### src/rtl/uart_pm_pkg.sv
package uart_pm_pkg;

  typedef enum logic [1:0] {
    PM_ACTIVE = 2'd0,
    PM_SLEEP  = 2'd1,
    PM_IDLE   = 2'd2
  } pm_state_e;

  localparam int WMASK_W  = 3;
  localparam int WM_RX    = 0;
  localparam int WM_MODEM = 1;
  localparam int WM_TXWR  = 2;

  typedef struct packed {
    logic rx;
    logic modem;
    logic tx_wr;
    logic tx_src;
  } pm_evt_t;

endpackage

### src/rtl/pm_sync.sv
module pm_sync #(
  parameter int W       = 1,
  parameter bit RST_ONE = 1'b0
) (
  input  logic         clk,
  input  logic         rst_n,
  input  logic [W-1:0] d,
  output logic [W-1:0] q
);
  localparam logic [W-1:0] RST_V = {W{RST_ONE}};
  logic [W-1:0] s1;

  always_ff @(posedge clk or negedge rst_n) begin
    if (!rst_n) begin
      s1 <= RST_V;
      q  <= RST_V;
    end else begin
      s1 <= d;
      q  <= s1;
    end
  end
endmodule

### src/rtl/pm_rx_idle.sv
module pm_rx_idle #(
  parameter int CHAR_CYCLES = 16
) (
  input  logic clk,
  input  logic rst_n,
  input  logic rx_s,
  output logic rx_idle,
  output logic rx_chg
);
  localparam int CNT_W = $clog2(CHAR_CYCLES + 1);
  localparam logic [CNT_W-1:0] CNT_MAX = CNT_W'(CHAR_CYCLES);

  logic [CNT_W-1:0] cnt;
  logic             rx_prev;

  always_ff @(posedge clk or negedge rst_n) begin
    if (!rst_n) begin
      cnt     <= '0;
      rx_prev <= 1'b1;
    end else begin
      rx_prev <= rx_s;
      if (!rx_s)               cnt <= '0;
      else if (cnt != CNT_MAX) cnt <= cnt + 1'b1;
    end
  end

  assign rx_idle = (cnt == CNT_MAX);
  assign rx_chg  = rx_s ^ rx_prev;
endmodule

### src/rtl/pm_wake_src.sv
module pm_wake_src
  import uart_pm_pkg::*;
#(
  parameter int MODEM_W = 4
) (
  input  logic               clk,
  input  logic               rst_n,
  input  logic               mode_ir,
  input  logic               rx_chg,
  input  logic               tx_fifo_wr,
  input  logic [MODEM_W-1:0] modem_s,
  input  logic               cfg_tx_wake_en,
  input  logic               thr_irq_en,
  input  logic               thr_irq,
  input  logic               tx_dma_en,
  input  logic               tx_dma_req,
  input  logic               tx_stat_irq_en,
  input  logic               tx_stat_irq,
  input  logic [WMASK_W-1:0] cfg_wake_mask,
  output logic               activity,
  output logic               masked_evt
);
  logic [MODEM_W-1:0] modem_prev;
  logic               thr_src, dma_src, stat_src;
  pm_evt_t            evt;

  always_ff @(posedge clk or negedge rst_n) begin
    if (!rst_n) modem_prev <= '0;
    else        modem_prev <= modem_s;
  end

  always_comb begin
    thr_src    = thr_irq_en & ~tx_dma_en & ~(mode_ir & tx_stat_irq_en) & thr_irq;
    dma_src    = tx_dma_en & tx_dma_req;
    stat_src   = mode_ir & tx_stat_irq_en & tx_stat_irq;
    evt.rx     = rx_chg;
    evt.modem  = ~mode_ir & (|(modem_s ^ modem_prev));
    evt.tx_wr  = tx_fifo_wr;
    evt.tx_src = cfg_tx_wake_en & (thr_src | dma_src | stat_src);
    activity   = |evt;
    masked_evt = (cfg_wake_mask[WM_RX]    & evt.rx)
               | (cfg_wake_mask[WM_MODEM] & evt.modem)
               | (cfg_wake_mask[WM_TXWR]  & evt.tx_wr)
               | evt.tx_src;
  end
endmodule

### src/rtl/pm_power_fsm.sv
module pm_power_fsm
  import uart_pm_pkg::*;
(
  input  logic clk,
  input  logic rst_n,
  input  logic sleep_ok,
  input  logic quiet,
  input  logic activity,
  input  logic masked_evt,
  input  logic idle_req,
  input  logic core_irq,
  input  logic core_dma_req,
  input  logic cfg_wake_irq_en,
  output logic clk_en,
  output logic idle_ack,
  output logic wake_irq,
  output logic wake_out,
  output logic irq_out,
  output logic dma_out
);
  pm_state_e state, state_d;
  logic      req_busy, wake_evt, flag_q, wout_q;

  assign req_busy = core_irq | core_dma_req;

  always_comb begin
    state_d = state;
    case (state)
      PM_ACTIVE: begin
        if (idle_req && quiet && !req_busy && !activity) state_d = PM_IDLE;
        else if (sleep_ok && !activity)                  state_d = PM_SLEEP;
      end
      PM_SLEEP: begin
        if (activity || !sleep_ok)   state_d = PM_ACTIVE;
        else if (idle_req && !req_busy) state_d = PM_IDLE;
      end
      PM_IDLE: begin
        if (!idle_req) state_d = PM_ACTIVE;
      end
      default: state_d = PM_ACTIVE;
    endcase
  end

  assign wake_evt = ((state == PM_SLEEP) & activity) | ((state == PM_IDLE) & masked_evt);

  always_ff @(posedge clk or negedge rst_n) begin
    if (!rst_n) begin
      state  <= PM_ACTIVE;
      flag_q <= 1'b0;
      wout_q <= 1'b0;
    end else begin
      state  <= state_d;
      flag_q <= cfg_wake_irq_en & (flag_q | wake_evt);
      wout_q <= (state == PM_IDLE) & masked_evt;
    end
  end

  assign clk_en   = (state == PM_ACTIVE) | ((state == PM_SLEEP) & activity);
  assign idle_ack = (state == PM_IDLE);
  assign wake_irq = flag_q;
  assign wake_out = wout_q;
  assign irq_out  = core_irq     & (state != PM_IDLE);
  assign dma_out  = core_dma_req & (state != PM_IDLE);
endmodule

### src/rtl/uart_pm_ctrl.sv
module uart_pm_ctrl
  import uart_pm_pkg::*;
#(
  parameter int CHAR_CYCLES = 16,
  parameter int MODEM_W     = 4
) (
  input  logic               clk,
  input  logic               rst_n,
  input  logic               mode_ir,
  input  logic               cfg_enh_en,
  input  logic               cfg_uart_sleep_en,
  input  logic               cfg_ir_sleep_en,
  input  logic               cfg_div_access,
  input  logic               cfg_wake_irq_en,
  input  logic               cfg_tx_wake_en,
  input  logic [WMASK_W-1:0] cfg_wake_mask,
  input  logic               rx_in,
  input  logic [MODEM_W-1:0] modem_in,
  input  logic               tx_fifo_wr,
  input  logic               tx_fifo_empty,
  input  logic               tx_shift_empty,
  input  logic               rx_fifo_empty,
  input  logic               irq_pending_other,
  input  logic               thr_irq_en,
  input  logic               thr_irq,
  input  logic               tx_dma_en,
  input  logic               tx_dma_req,
  input  logic               tx_stat_irq_en,
  input  logic               tx_stat_irq,
  input  logic               core_irq,
  input  logic               core_dma_req,
  input  logic               idle_req,
  output logic               clk_en,
  output logic               wake_irq,
  output logic               idle_ack,
  output logic               wake_out,
  output logic               irq_out,
  output logic               dma_out
);
  logic               rx_s, rx_idle, rx_chg;
  logic [MODEM_W-1:0] modem_s;
  logic               activity, masked_evt;
  logic               sleep_en, quiet, sleep_ok;

  pm_sync #(.W(1), .RST_ONE(1'b1)) u_rx_sync (
    .clk(clk), .rst_n(rst_n), .d(rx_in), .q(rx_s)
  );

  pm_sync #(.W(MODEM_W), .RST_ONE(1'b0)) u_modem_sync (
    .clk(clk), .rst_n(rst_n), .d(modem_in), .q(modem_s)
  );

  pm_rx_idle #(.CHAR_CYCLES(CHAR_CYCLES)) u_rx_idle (
    .clk(clk), .rst_n(rst_n), .rx_s(rx_s), .rx_idle(rx_idle), .rx_chg(rx_chg)
  );

  pm_wake_src #(.MODEM_W(MODEM_W)) u_wake_src (
    .clk(clk), .rst_n(rst_n), .mode_ir(mode_ir), .rx_chg(rx_chg),
    .tx_fifo_wr(tx_fifo_wr), .modem_s(modem_s), .cfg_tx_wake_en(cfg_tx_wake_en),
    .thr_irq_en(thr_irq_en), .thr_irq(thr_irq), .tx_dma_en(tx_dma_en),
    .tx_dma_req(tx_dma_req), .tx_stat_irq_en(tx_stat_irq_en),
    .tx_stat_irq(tx_stat_irq), .cfg_wake_mask(cfg_wake_mask),
    .activity(activity), .masked_evt(masked_evt)
  );

  assign sleep_en = (mode_ir ? cfg_ir_sleep_en : (cfg_uart_sleep_en & cfg_enh_en))
                  & ~cfg_div_access;
  assign quiet    = rx_idle & tx_fifo_empty & tx_shift_empty & rx_fifo_empty
                  & ~irq_pending_other;
  assign sleep_ok = sleep_en & quiet;

  pm_power_fsm u_fsm (
    .clk(clk), .rst_n(rst_n), .sleep_ok(sleep_ok), .quiet(quiet),
    .activity(activity), .masked_evt(masked_evt), .idle_req(idle_req),
    .core_irq(core_irq), .core_dma_req(core_dma_req),
    .cfg_wake_irq_en(cfg_wake_irq_en), .clk_en(clk_en), .idle_ack(idle_ack),
    .wake_irq(wake_irq), .wake_out(wake_out), .irq_out(irq_out), .dma_out(dma_out)
  );
endmodule

### config.mk
export PLATFORM = sky130hd
export DESIGN_NAME = uart_pm_ctrl
export DESIGN_NICKNAME = d
export VERILOG_FILES = /design/src/rtl/uart_pm_pkg.sv /design/src/rtl/pm_sync.sv /design/src/rtl/pm_rx_idle.sv /design/src/rtl/pm_wake_src.sv /design/src/rtl/pm_power_fsm.sv /design/src/rtl/uart_pm_ctrl.sv
export SDC_FILE = /design/constraint.sdc
export NUM_CORES = 1
export LEC_CHECK = 0
export CAP_MARGIN = 20
export CELL_PAD_IN_SITES_DETAIL_PLACEMENT = 1
export CELL_PAD_IN_SITES_GLOBAL_PLACEMENT = 2
export CORE_ASPECT_RATIO = 0.7
export CORE_MARGIN = 1.5
export CORE_UTILIZATION = 25
export DETAILED_ROUTE_END_ITERATION = 10
export PLACE_DENSITY = 0.79
export SLEW_MARGIN = 20
export SYNTH_ARGS = -nofsm -noshare
export SYNTH_HDL_FRONTEND = slang
export SYNTH_HIERARCHICAL = 1
export SYNTH_SLANG_ARGS = --single-unit
### constraint.sdc
create_clock -name clk -period 1.8 [get_ports clk]
set_clock_uncertainty 0.05 [all_clocks]
set_input_delay 0.27 -clock clk [delete_from_list [all_inputs] [get_ports clk]]
set_output_delay 0.27 -clock clk [all_outputs]
set_load 0.005 [all_outputs]
==> results of run 1 <==
[state kept, by name, indices dropped and copies added, names as in the netlist]
register	cells
u_rx_sync/s1	1
u_rx_idle/rx_prev	1
u_rx_idle/cnt	5
u_fsm/wake_out	1
u_fsm/wake_irq	1
u_fsm/state	2
u_rx_sync/q	1
u_modem_sync/s1	4
u_modem_sync/q	4
u_wake_src/modem_prev	4
[area by class of cell]
cell class                      count  area (sq um)
Clock buffer                        3         41.29
Clock inverter                      1         30.03
Fill cell                         426          2196
Inverter                            7         26.28
Multi-Input combinational cell     53         545.5
Sequential cell                    24         605.6
Tap cell                           52         65.06
Timing Repair Buffer               56         508.0
[power by group]
part	internal (W)	switching (W)	total [W]
logic	0.000132	0.0000858	0.000218
clock network	0.000297	0.000173	0.000470
registers	0.000564	0.0000150	0.000579
[synthesized netlist by cell type]
cell	n	area, sq um
a2111oi_2	2	30.03
a21oi_1	1	5.000
a22oi_1	1	7.510
a32o_1	2	20.02
a41oi_1	1	8.760
and2_1	2	12.51
and3b_1	1	8.760
and3b_2	1	10.01
buf_2	1	5.000
buf_4	1	7.510
dfrtp_1	21	525.5
dfstp_2	3	78.83
ha_1	2	25.02
inv_1	7	26.28
mux2_1	1	11.26
mux2i_1	4	40.04
nand2_1	7	26.28
nand2b_1	5	31.28
nand3_1	3	15.01
nand3b_4	1	20.02
nor2_1	2	7.510
nor2b_1	1	6.260
nor3b_1	3	22.52
nor4_1	1	6.260
nor4bb_1	1	10.01
o211ai_1	1	7.510
o221ai_1	1	8.760
o31a_1	1	8.760
o41ai_2	1	16.27
or2_0	1	6.260
xnor2_1	1	8.760
xor2_1	5	43.79
[through the flow]
stage          utilization (%)  worst slack (ns)
6_report                 45.34           -0.1025
5_1_grt                  45.34           -0.1830
4_1_cts                  43.38           -0.1235
3_5_place_dp             39.18           -0.5579
3_3_place_gp             39.18           -0.5589
2_1_floorplan                -           0.01822
[cells by family after synthesis]
logic type	synth area share (%)
adder cells (fa/ha/maj)	2.344
flip-flops	56.62
buffers and inverters	3.634
AND/OR/NAND/NOR	17.12
XOR/XNOR	4.924
multiplexers	4.807
AO/OA/AOI/OAI	10.55
[path summary, 6_finish.rpt]
| check | slack, ns | startpoint | cells past startpoint | endpoint |
|---|---|---|---|---|
| setup / recovery | -0.10 | u_wake_src/modem_prev[3] | 6 | u_fsm/wake_irq |
| hold / removal | 0.30 | rst_n | 2 | u_rx_idle/cnt[2] |
| setup reg to reg | -0.10 | u_wake_src/modem_prev[3] | 6 | u_fsm/wake_irq |
| hold reg to reg | 0.30 | u_modem_sync/s1[0] | 0 | u_modem_sync/q[0] |
| max in group asynchronous | 1.11 | rst_n | 2 | u_rx_sync/s1 |
| min in group clk | 0.30 | u_modem_sync/s1[0] | 0 | u_modem_sync/q[0] |
[routing by layer]
layer / track usage [%] / vias to the layer above
met1: 15.02 / 433
li1: - / 416
met3: 4.882 / 2
met2: 23.93 / 19
met4: 3.202 / 0
met5: 0 / -
[repair_timing]
| item | in CTS | in global routing |
|---|---|---|
| pin swaps | 6 | 9 |
| buffers inserted | 5 | 5 |
| setup endpoints to repair | 7 | 8 |
| resized for setup | 15 | 10 |
| hold buffers | 0 | 0 |
==> impl_metrics.env, run 1 <==
export IMPL_dpl_cell_area_sq_um=1574
export IMPL_drt_iter0_drc=32
export IMPL_cts_buffers=3
export IMPL_hold_viol=0
export IMPL_final_common_cell="clkdlybuf4s50_1"
export IMPL_finalCriticalPeriod_ns=1.903
export IMPL_root_buffer="clkbuf_8"
export IMPL_gp_congestion=0.7453
export IMPL_vdd_ir_drop_max_v=0.0004065
export IMPL_critical_path_top_delay_family="compound AO/OA/AOI/OAI gates"
export IMPL_total_power_w=0.001267
export IMPL_synthDistinctLibCells=32
export IMPL_clkSinkCount=24
export IMPL_cp_num_buf_inv=1
export IMPL_cts_tree="yes"
export IMPL_fin_cells=196
export IMPL_slew_violations=0
export IMPL_grt_setup_unrepaired="yes"
export IMPL_initial_utilization_pct=26.56
export IMPL_antenna_left=0
export IMPL_tightestPinTransition_ns=0.4901
export IMPL_vias_per_cell=4.439
export IMPL_fin_crit_sh_pct=105.7
export IMPL_cpPeakStageDelay_ns=0.42
export IMPL_postRouteWirelength_microns=2726
export IMPL_crit_fanout=2
export IMPL_path_class="register to register"
export IMPL_hold_class="input pin to async pin"
export IMPL_p_per_area_nw_per_um2=695.5
export IMPL_diodes=0
export IMPL_leakagePower_nw=0.7740
export IMPL_synth_seq_area_share_pct=56.62
export IMPL_dieArea_sq_um=4676
export IMPL_violations="setup timing"
export IMPL_clkSlewWorstSetupHoldPaths_ns=0.09
export IMPL_final_setup_viol_count=2
export IMPL_slew_headroom_pct=67.26
export IMPL_rows=19
export IMPL_cpMaxStageDelayCell="dfrtp_1"
export IMPL_drtPass1Iterations=2
export IMPL_syn_area_sq_um=1067
export IMPL_fin_tns_setup_ns=-0.1847
export IMPL_crit_required_ns=1.90
export IMPL_ys_ff_latch=24
export IMPL_ys_warn_count=6
export IMPL_grt_overflow_total=0
export IMPL_status="finished, violations left"
export IMPL_syn_inst=86
export IMPL_cp_cell_sequence="xor2_2 -> buf_4 -> o41ai_4 -> o211ai_1 -> and3b_1 -> o31a_1"
export IMPL_worstSetupEndpointType="register"
export IMPL_htreeDepth=1
export IMPL_clk_latency_ns=0.27
export IMPL_antenna_found_initial=0
export IMPL_syn2layout_area_growth_pct=70.69
export IMPL_synth_net_count=119
export IMPL_hold_ws_ns=0.3031
export IMPL_hpwlAfterDp_microns=1968
export IMPL_final_area_sq_um=1822
export IMPL_wl_met2_microns=1454
export IMPL_grt_pass1_wl_microns=4491
export IMPL_clockBufferDepth=2
export IMPL_wl_met1_microns=1103
export IMPL_cp_arrival_ns=2.00
export IMPL_top_layer="met4"
export IMPL_wl_per_cell_microns=13.91
export IMPL_drcViolationCount=0
export IMPL_cap_violations=0
export IMPL_port_buffers=36
export IMPL_grt_start_max_net_pins=25
export IMPL_vias=870
export IMPL_pin_count=37
export IMPL_final_cell_mix="34 x clkdlybuf4s50_1, 20 x dfrtp_1, 19 x buf_4, 7 x nand2_1"
export IMPL_start_kind="register"
export IMPL_syn_avg_cell_area_sq_um=12.41
export IMPL_core_area_sq_um=4018
export IMPL_dp_cells=184
export IMPL_chipHeight_microns=57.67
export IMPL_setup_slack_ns=-0.1025
export IMPL_grtUsageTotal_pct=13.30
export IMPL_fmax_ghz=0.5256
export IMPL_layout_nets=178
export IMPL_die_x_microns=81.10
export IMPL_grt_pass1_vias=982
export IMPL_dr_wl_met3_microns=157
export IMPL_drive_above_1_share_pct=31.94
Power figures use the tool's default switching activity.
==> inputs of run 2 (changes only) <==
--- a/config.mk
+++ b/config.mk
@@ -6,13 +6,10 @@
 export NUM_CORES = 1
 export LEC_CHECK = 0
 export CAP_MARGIN = 20
-export CELL_PAD_IN_SITES_DETAIL_PLACEMENT = 1
-export CELL_PAD_IN_SITES_GLOBAL_PLACEMENT = 2
 export CORE_ASPECT_RATIO = 0.7
-export CORE_MARGIN = 1.5
-export CORE_UTILIZATION = 25
+export CORE_UTILIZATION = 39
 export DETAILED_ROUTE_END_ITERATION = 10
-export PLACE_DENSITY = 0.79
+export PLACE_DENSITY = 0.78
 export SLEW_MARGIN = 20
 export SYNTH_ARGS = -nofsm -noshare
 export SYNTH_HDL_FRONTEND = slang
==> impl_metrics.env, run 2 (synthesized netlist as in run 1, its figures left out) <==
export IMPL_cts_buffers=3
export IMPL_clk_latency_ns=0.27
export IMPL_start_kind="register"
export IMPL_grt_overflow_total=0
export IMPL_grt_setup_unrepaired="yes"
export IMPL_status="finished, violations left"
export IMPL_slew_headroom_pct=71.66
export IMPL_largest_reg_flops=5
export IMPL_crit_required_ns=1.90
export IMPL_diodes=0
export IMPL_hpwlAfterDp_microns=1837
export IMPL_die_x_microns=64.53
export IMPL_fillerInstances=186
export IMPL_leakagePower_nw=0.8001
export IMPL_chipHeight_microns=45.77
export IMPL_htreeDepth=1
export IMPL_path_class="register to register"
export IMPL_regArea_sq_um=605.6
export IMPL_cts_tree="yes"
export IMPL_top_usage_layer="met2"
export IMPL_final_setup_viol_count=3
export IMPL_drive_above_1_share_pct=32.41
export IMPL_clkSinkCount=24
export IMPL_cap_violations=0
export IMPL_top_register="u_rx_idle/cnt"
export IMPL_grtUsageTotal_pct=21.26
export IMPL_final_common_cell="clkdlybuf4s50_1"
export IMPL_core_area_sq_um=2534
export IMPL_port_buffers=36
export IMPL_postRouteWirelength_microns=2954
export IMPL_wl_per_cell_microns=16.50
export IMPL_dp_cells=167
export IMPL_total_power_w=0.001260
export IMPL_fin_crit_sh_pct=106.5
export IMPL_initial_utilization_pct=42.12
export IMPL_drtPass1Iterations=4
export IMPL_root_buffer="clkbuf_8"
export IMPL_grt_start_max_net_pins=25
export IMPL_cp_cell_sequence="xor2_2 -> buf_4 -> o41ai_4 -> o211ai_1 -> and3b_1 -> o31a_1"
export IMPL_fmax_ghz=0.5214
export IMPL_violations="setup timing"
export IMPL_drt_iter0_drc=40
export IMPL_vdd_ir_drop_max_v=0.0005124
export IMPL_fin_cells=179
export IMPL_syn2layout_area_growth_pct=68.23
export IMPL_hold_class="input pin to async pin"
export IMPL_slew_violations=0
export IMPL_cp_arrival_ns=2.02
export IMPL_pin_count=37
export IMPL_vias=902
export IMPL_dieArea_sq_um=2953
export IMPL_p_per_area_nw_per_um2=701.7
export IMPL_grt_pass1_vias=908
export IMPL_use_met3_pct=6.500
export IMPL_finalCriticalPeriod_ns=1.918
export IMPL_gp_congestion=0.7156
export IMPL_crit_fanout=2
export IMPL_cpMaxStageDelayCell="dfrtp_1"
export IMPL_clockBufferDepth=2
export IMPL_antenna_left=0
export IMPL_vias_per_cell=5.039
export IMPL_layout_nets=179
export IMPL_met2_usage_pct=41.47
export IMPL_clkSlewWorstSetupHoldPaths_ns=0.09
export IMPL_setup_slack_ns=-0.1178
export IMPL_tightestPinTransition_ns=0.4242
export IMPL_hold_viol=0
export IMPL_grt_pass1_wl_microns=4347
export IMPL_worstSetupEndpointType="register"
export IMPL_drcViolationCount=0
export IMPL_cpPeakStageDelay_ns=0.40
export IMPL_final_cell_mix="33 x clkdlybuf4s50_1, 21 x buf_4, 20 x dfrtp_1, 7 x nand2_1, 6 x inv_1"
export IMPL_rows=15
export IMPL_antenna_found_initial=0
export IMPL_use_met1_pct=21.38
export IMPL_multi_input_comb_area_sq_um=535.5
[run 2: cell types whose count changed in the layout (fill, tap and decap cells not counted)]
cell,before,now
buf_4,19,21
a32o_2,0,2
inv_2,2,1
buf_6,1,0
clkdlybuf4s50_1,34,33
inv_1,5,6
ha_4,1,0
a32o_1,2,0
ha_1,1,2
dlymetal6s2s_1,0,1
[run 2: worst paths after layout]
path / startpoint / cells past startpoint / end / slack [ns]
setup / recovery: u_wake_src/modem_prev[3] / 6 / u_fsm/wake_irq / -0.12
hold / removal: rst_n / 2 / u_modem_sync/q[3] / 0.30
setup reg to reg: u_wake_src/modem_prev[3] / 6 / u_fsm/wake_irq / -0.12
hold reg to reg: u_modem_sync/s1[1] / 0 / u_modem_sync/q[1] / 0.30
max in group asynchronous: rst_n / 2 / u_rx_idle/rx_prev / 1.11
min in group clk: u_modem_sync/s1[1] / 0 / u_modem_sync/q[1] / 0.30
[run 2: worst max-delay path, delay by kind of cell (launching register included)]
family	cells	cell delay (ns)
buffers and inverters	1	0.16
XOR/XNOR	1	0.20
flip-flops	1	0.40
AND/OR/NAND/NOR	1	0.22
AO/OA/AOI/OAI	3	0.78
[run 2: cell type report]
cell class	instances	share of cell area (%)
clock inverters	1	1.672
multi-input cells	53	29.83
flip-flops and latches	24	33.73
repair buffers	57	28.64
clock buffers	3	2.300
well taps	34	2.369
inverters	7	1.463
[run 2: repair_timing]
item                                   4_1_cts  5_1_grt
buffers inserted                             4        6
resized for setup                           15        9
endpoints found under the hold margin        0        0
pin swaps                                    6        8
setup endpoints to repair                    7        7
cloned                                       0        0
hold buffers                                 0        0
[run 2: metal layers]
layer / part of all wire (%) / routed length [microns]
met1: 36 / 1072
met5: 0 / 0
met3: 7.0 / 208
met2: 53 / 1561
met4: 3.8 / 112
[run 2: through the flow]
step                      hold WS (ns)  setup WS (ns)  cell area, sq um  utilization, %  setup TNS (ns)
final                           0.2976        -0.1178              1795           70.86         -0.2103
after global routing            0.3097        -0.1495              1795           70.86         -0.4277
after CTS                       0.3041        -0.1548              1719           67.85         -0.2588
after detailed placement        0.2847        -0.5810              1559           61.53          -1.615
after global placement          0.2814        -0.4511              1559           61.53          -1.146
after floorplan               -0.07559        0.01822              1071               -               0
[run 2: report_power, final]
part           leakage [nW]  switching, W  internal (W)  total (W)
logic                 0.472     0.0000890      0.000126   0.000215
registers             0.293     0.0000133      0.000564   0.000577
clock network        0.0357      0.000171      0.000297   0.000468
total                 0.800      0.000273      0.000987    0.00126
==> inputs of run 3 (changes only) <==
==> constraint.sdc (replaced) <==
create_clock -name clk -period 1.8 [get_ports clk]
set_clock_uncertainty 0.05 [all_clocks]
set_input_delay 0.36 -clock clk [delete_from_list [all_inputs] [get_ports clk]]
set_output_delay 0.36 -clock clk [all_outputs]
set_load 0.005 [all_outputs]
==> impl_metrics.env, run 3 (synthesized netlist as in run 1, its figures left out) <==
export IMPL_wl_per_cell_microns=15.14
export IMPL_regToRegStartpoint="u_modem_sync/q[3]"
export IMPL_p_int_w=0.0009779
export IMPL_p_per_area_nw_per_um2=710.2
export IMPL_final_cell_mix="28 x clkdlybuf4s50_1, 21 x dfrtp_1, 19 x buf_4"
export IMPL_dieArea_sq_um=2953
export IMPL_largest_reg_flops=5
export IMPL_cp_arrival_ns=1.59
export IMPL_antenna_found_initial=0
export IMPL_holdCritStartpoint="u_modem_sync/s1[3]"
export IMPL_clkSlewWorstSetupHoldPaths_ns=0.09
export IMPL_syn2layout_area_growth_pct=64.13
export IMPL_drive_above_1_share_pct=28.67
export IMPL_layout_nets=177
export IMPL_seqPwrFrac_pct=46.3
export IMPL_pin_count=37
export IMPL_fmax_ghz=0.5004
export IMPL_grt_overflow_total=0
export IMPL_total_power_w=0.001244
export IMPL_root_buffer="clkbuf_8"
export IMPL_hold_viol=0
export IMPL_vias_per_cell=4.938
export IMPL_grt_pass1_vias=896
export IMPL_drt_iter0_drc=17
export IMPL_crit_start="u_modem_sync/q[3]"
export IMPL_postRouteWirelength_microns=2680
export IMPL_die_x_microns=64.53
export IMPL_path_class="register to primary output"
export IMPL_fillerInstances=191
export IMPL_fin_crit_sh_pct=111.0
export IMPL_drtPass1Iterations=4
export IMPL_comb_power_share_pct=16.0
export IMPL_grt_pass1_wl_microns=4146
export IMPL_crit_fanout=2
export IMPL_grt_setup_unrepaired="yes"
export IMPL_drcViolationCount=0
export IMPL_cts_tree="yes"
export IMPL_clkSinkCount=24
export IMPL_dpl_cell_area_sq_um=1559
export IMPL_final_setup_viol_count=3
export IMPL_final_common_cell="clkdlybuf4s50_1"
export IMPL_chipHeight_microns=45.77
export IMPL_leakagePower_nw=0.7782
export IMPL_status="finished, violations left"
export IMPL_cts_buffers=3
export IMPL_vias=874
export IMPL_crit_required_ns=1.39
export IMPL_worstSetupEndpointType="primary output"
export IMPL_slew_headroom_pct=71.89
export IMPL_initial_utilization_pct=42.12
export IMPL_vdd_ir_drop_max_v=0.0005095
export IMPL_finalCriticalPeriod_ns=1.998
export IMPL_grtUsageTotal_pct=20.19
export IMPL_netSwitchingPower_w=0.0002661
export IMPL_port_buffers=36
export IMPL_diodes=0
export IMPL_core_area_sq_um=2534
export IMPL_hpwlAfterDp_microns=1837
export IMPL_clockPowerShare_pct=37.7
export IMPL_final_area_sq_um=1752
export IMPL_grt_start_max_net_pins=25
export IMPL_rows=15
export IMPL_p_sw_share_pct=21.39
export IMPL_antenna_left=0
export IMPL_cap_violations=0
export IMPL_clk_latency_ns=0.27
export IMPL_cts_hold_buffers=0
export IMPL_top_register="u_rx_idle/cnt"
export IMPL_pre_cts_slack_ns=-0.7610
export IMPL_clockBufferDepth=2
export IMPL_start_kind="register"
export IMPL_gp_congestion=0.7156
export IMPL_htreeDepth=1
export IMPL_tightestPinTransition_ns=0.4207
export IMPL_hold_class="register to register"
export IMPL_slew_violations=0
export IMPL_setup_slack_ns=-0.1985
export IMPL_violations="setup timing"
-- run 3: changes by cell type in the layout (fill, tap and decap cells not counted), sizes merged --
| cell | previous run | this run |
|---|---|---|
| clkdlybuf4s50 | 33 | 28 |
| buf | 22 | 20 |
| dlymetal6s2s | 1 | 0 |
| dlygate4sd2 | 1 | 7 |
-- run 3: power groups by stage --
stage / sequential, W / clock [W] / combinational, W
2_1_floorplan: 0.000585 / 0 / 0.0000507
3_3_place_gp: 0.000584 / 0 / 0.000170
3_5_place_dp: 0.000585 / 0 / 0.000179
4_1_cts: 0.000576 / 0.000484 / 0.000197
5_1_grt: 0.000578 / 0.000499 / 0.000214
6_report: 0.000576 / 0.000469 / 0.000199
-- run 3: path summary, 6_finish.rpt --
| check | cells past startpoint | slack (ns) | to |
|---|---|---|---|
| min in group asynchronous | 2 | 0.38 | u_rx_idle/cnt[1] |
| worst max-delay path | 6 | -0.20 | clk_en |
| max in group asynchronous | 2 | 1.02 | u_rx_sync/s1 |
| worst min-delay path | 0 | 0.29 | u_modem_sync/q[3] |
| worst max register to register | 6 | -0.10 | u_fsm/wake_irq |
| worst min register to register | 0 | 0.29 | u_modem_sync/q[3] |
-- run 3: critical path: stages, from the launching register on --
cell,delay (ns)
dfrtp_1,0.40
xor2_1,0.17
nor4_2,0.35
o221ai_2,0.15
inv_1,0.07
a21oi_1,0.05
buf_2,0.13
-- run 3: layout make-up --
type	instances	area, sq um	area share [%]
sequential	24	604.3	34.50
multi-input combinational	53	518.0	29.57
timing repair buffer	55	489.2	27.93
tap	34	42.54	2.429
clock buffer	3	41.29	2.357
clock inverter	1	30.03	1.714
inverter	7	26.28	1.500
-- run 3: timing repair --
action	4_1_cts	5_1_grt
gates resized for setup	21	2
pin swaps	5	8
setup endpoints to repair	7	5
hold endpoints to repair	0	0
setup buffers	5	3
-- run 3: routing by layer --
metal  vias to the layer above  wire [microns]  GRT usage, %
li1                        412               -             -
met1                       414             986         20.10
met4                         0              57         10.22
met2                        39            1438         38.53
met3                         9             197         7.000
met5                         -               0             0
-- run 3: metrics by stage --
| stage | cells | TNS (ns) | hold slack, ns | utilization [%] |
|---|---|---|---|---|
| after global placement | 167 | -1.692 | 0.2814 | 61.53 |
| final | 177 | -0.3053 | 0.2934 | 69.14 |
| after detailed placement | 167 | -2.245 | 0.2847 | 61.53 |
| after floorplan | 86 | 0 | 0.01441 | - |
| after global routing | 177 | -0.5340 | 0.3060 | 69.14 |
| after CTS | 175 | -0.3443 | 0.3053 | 67.85 |
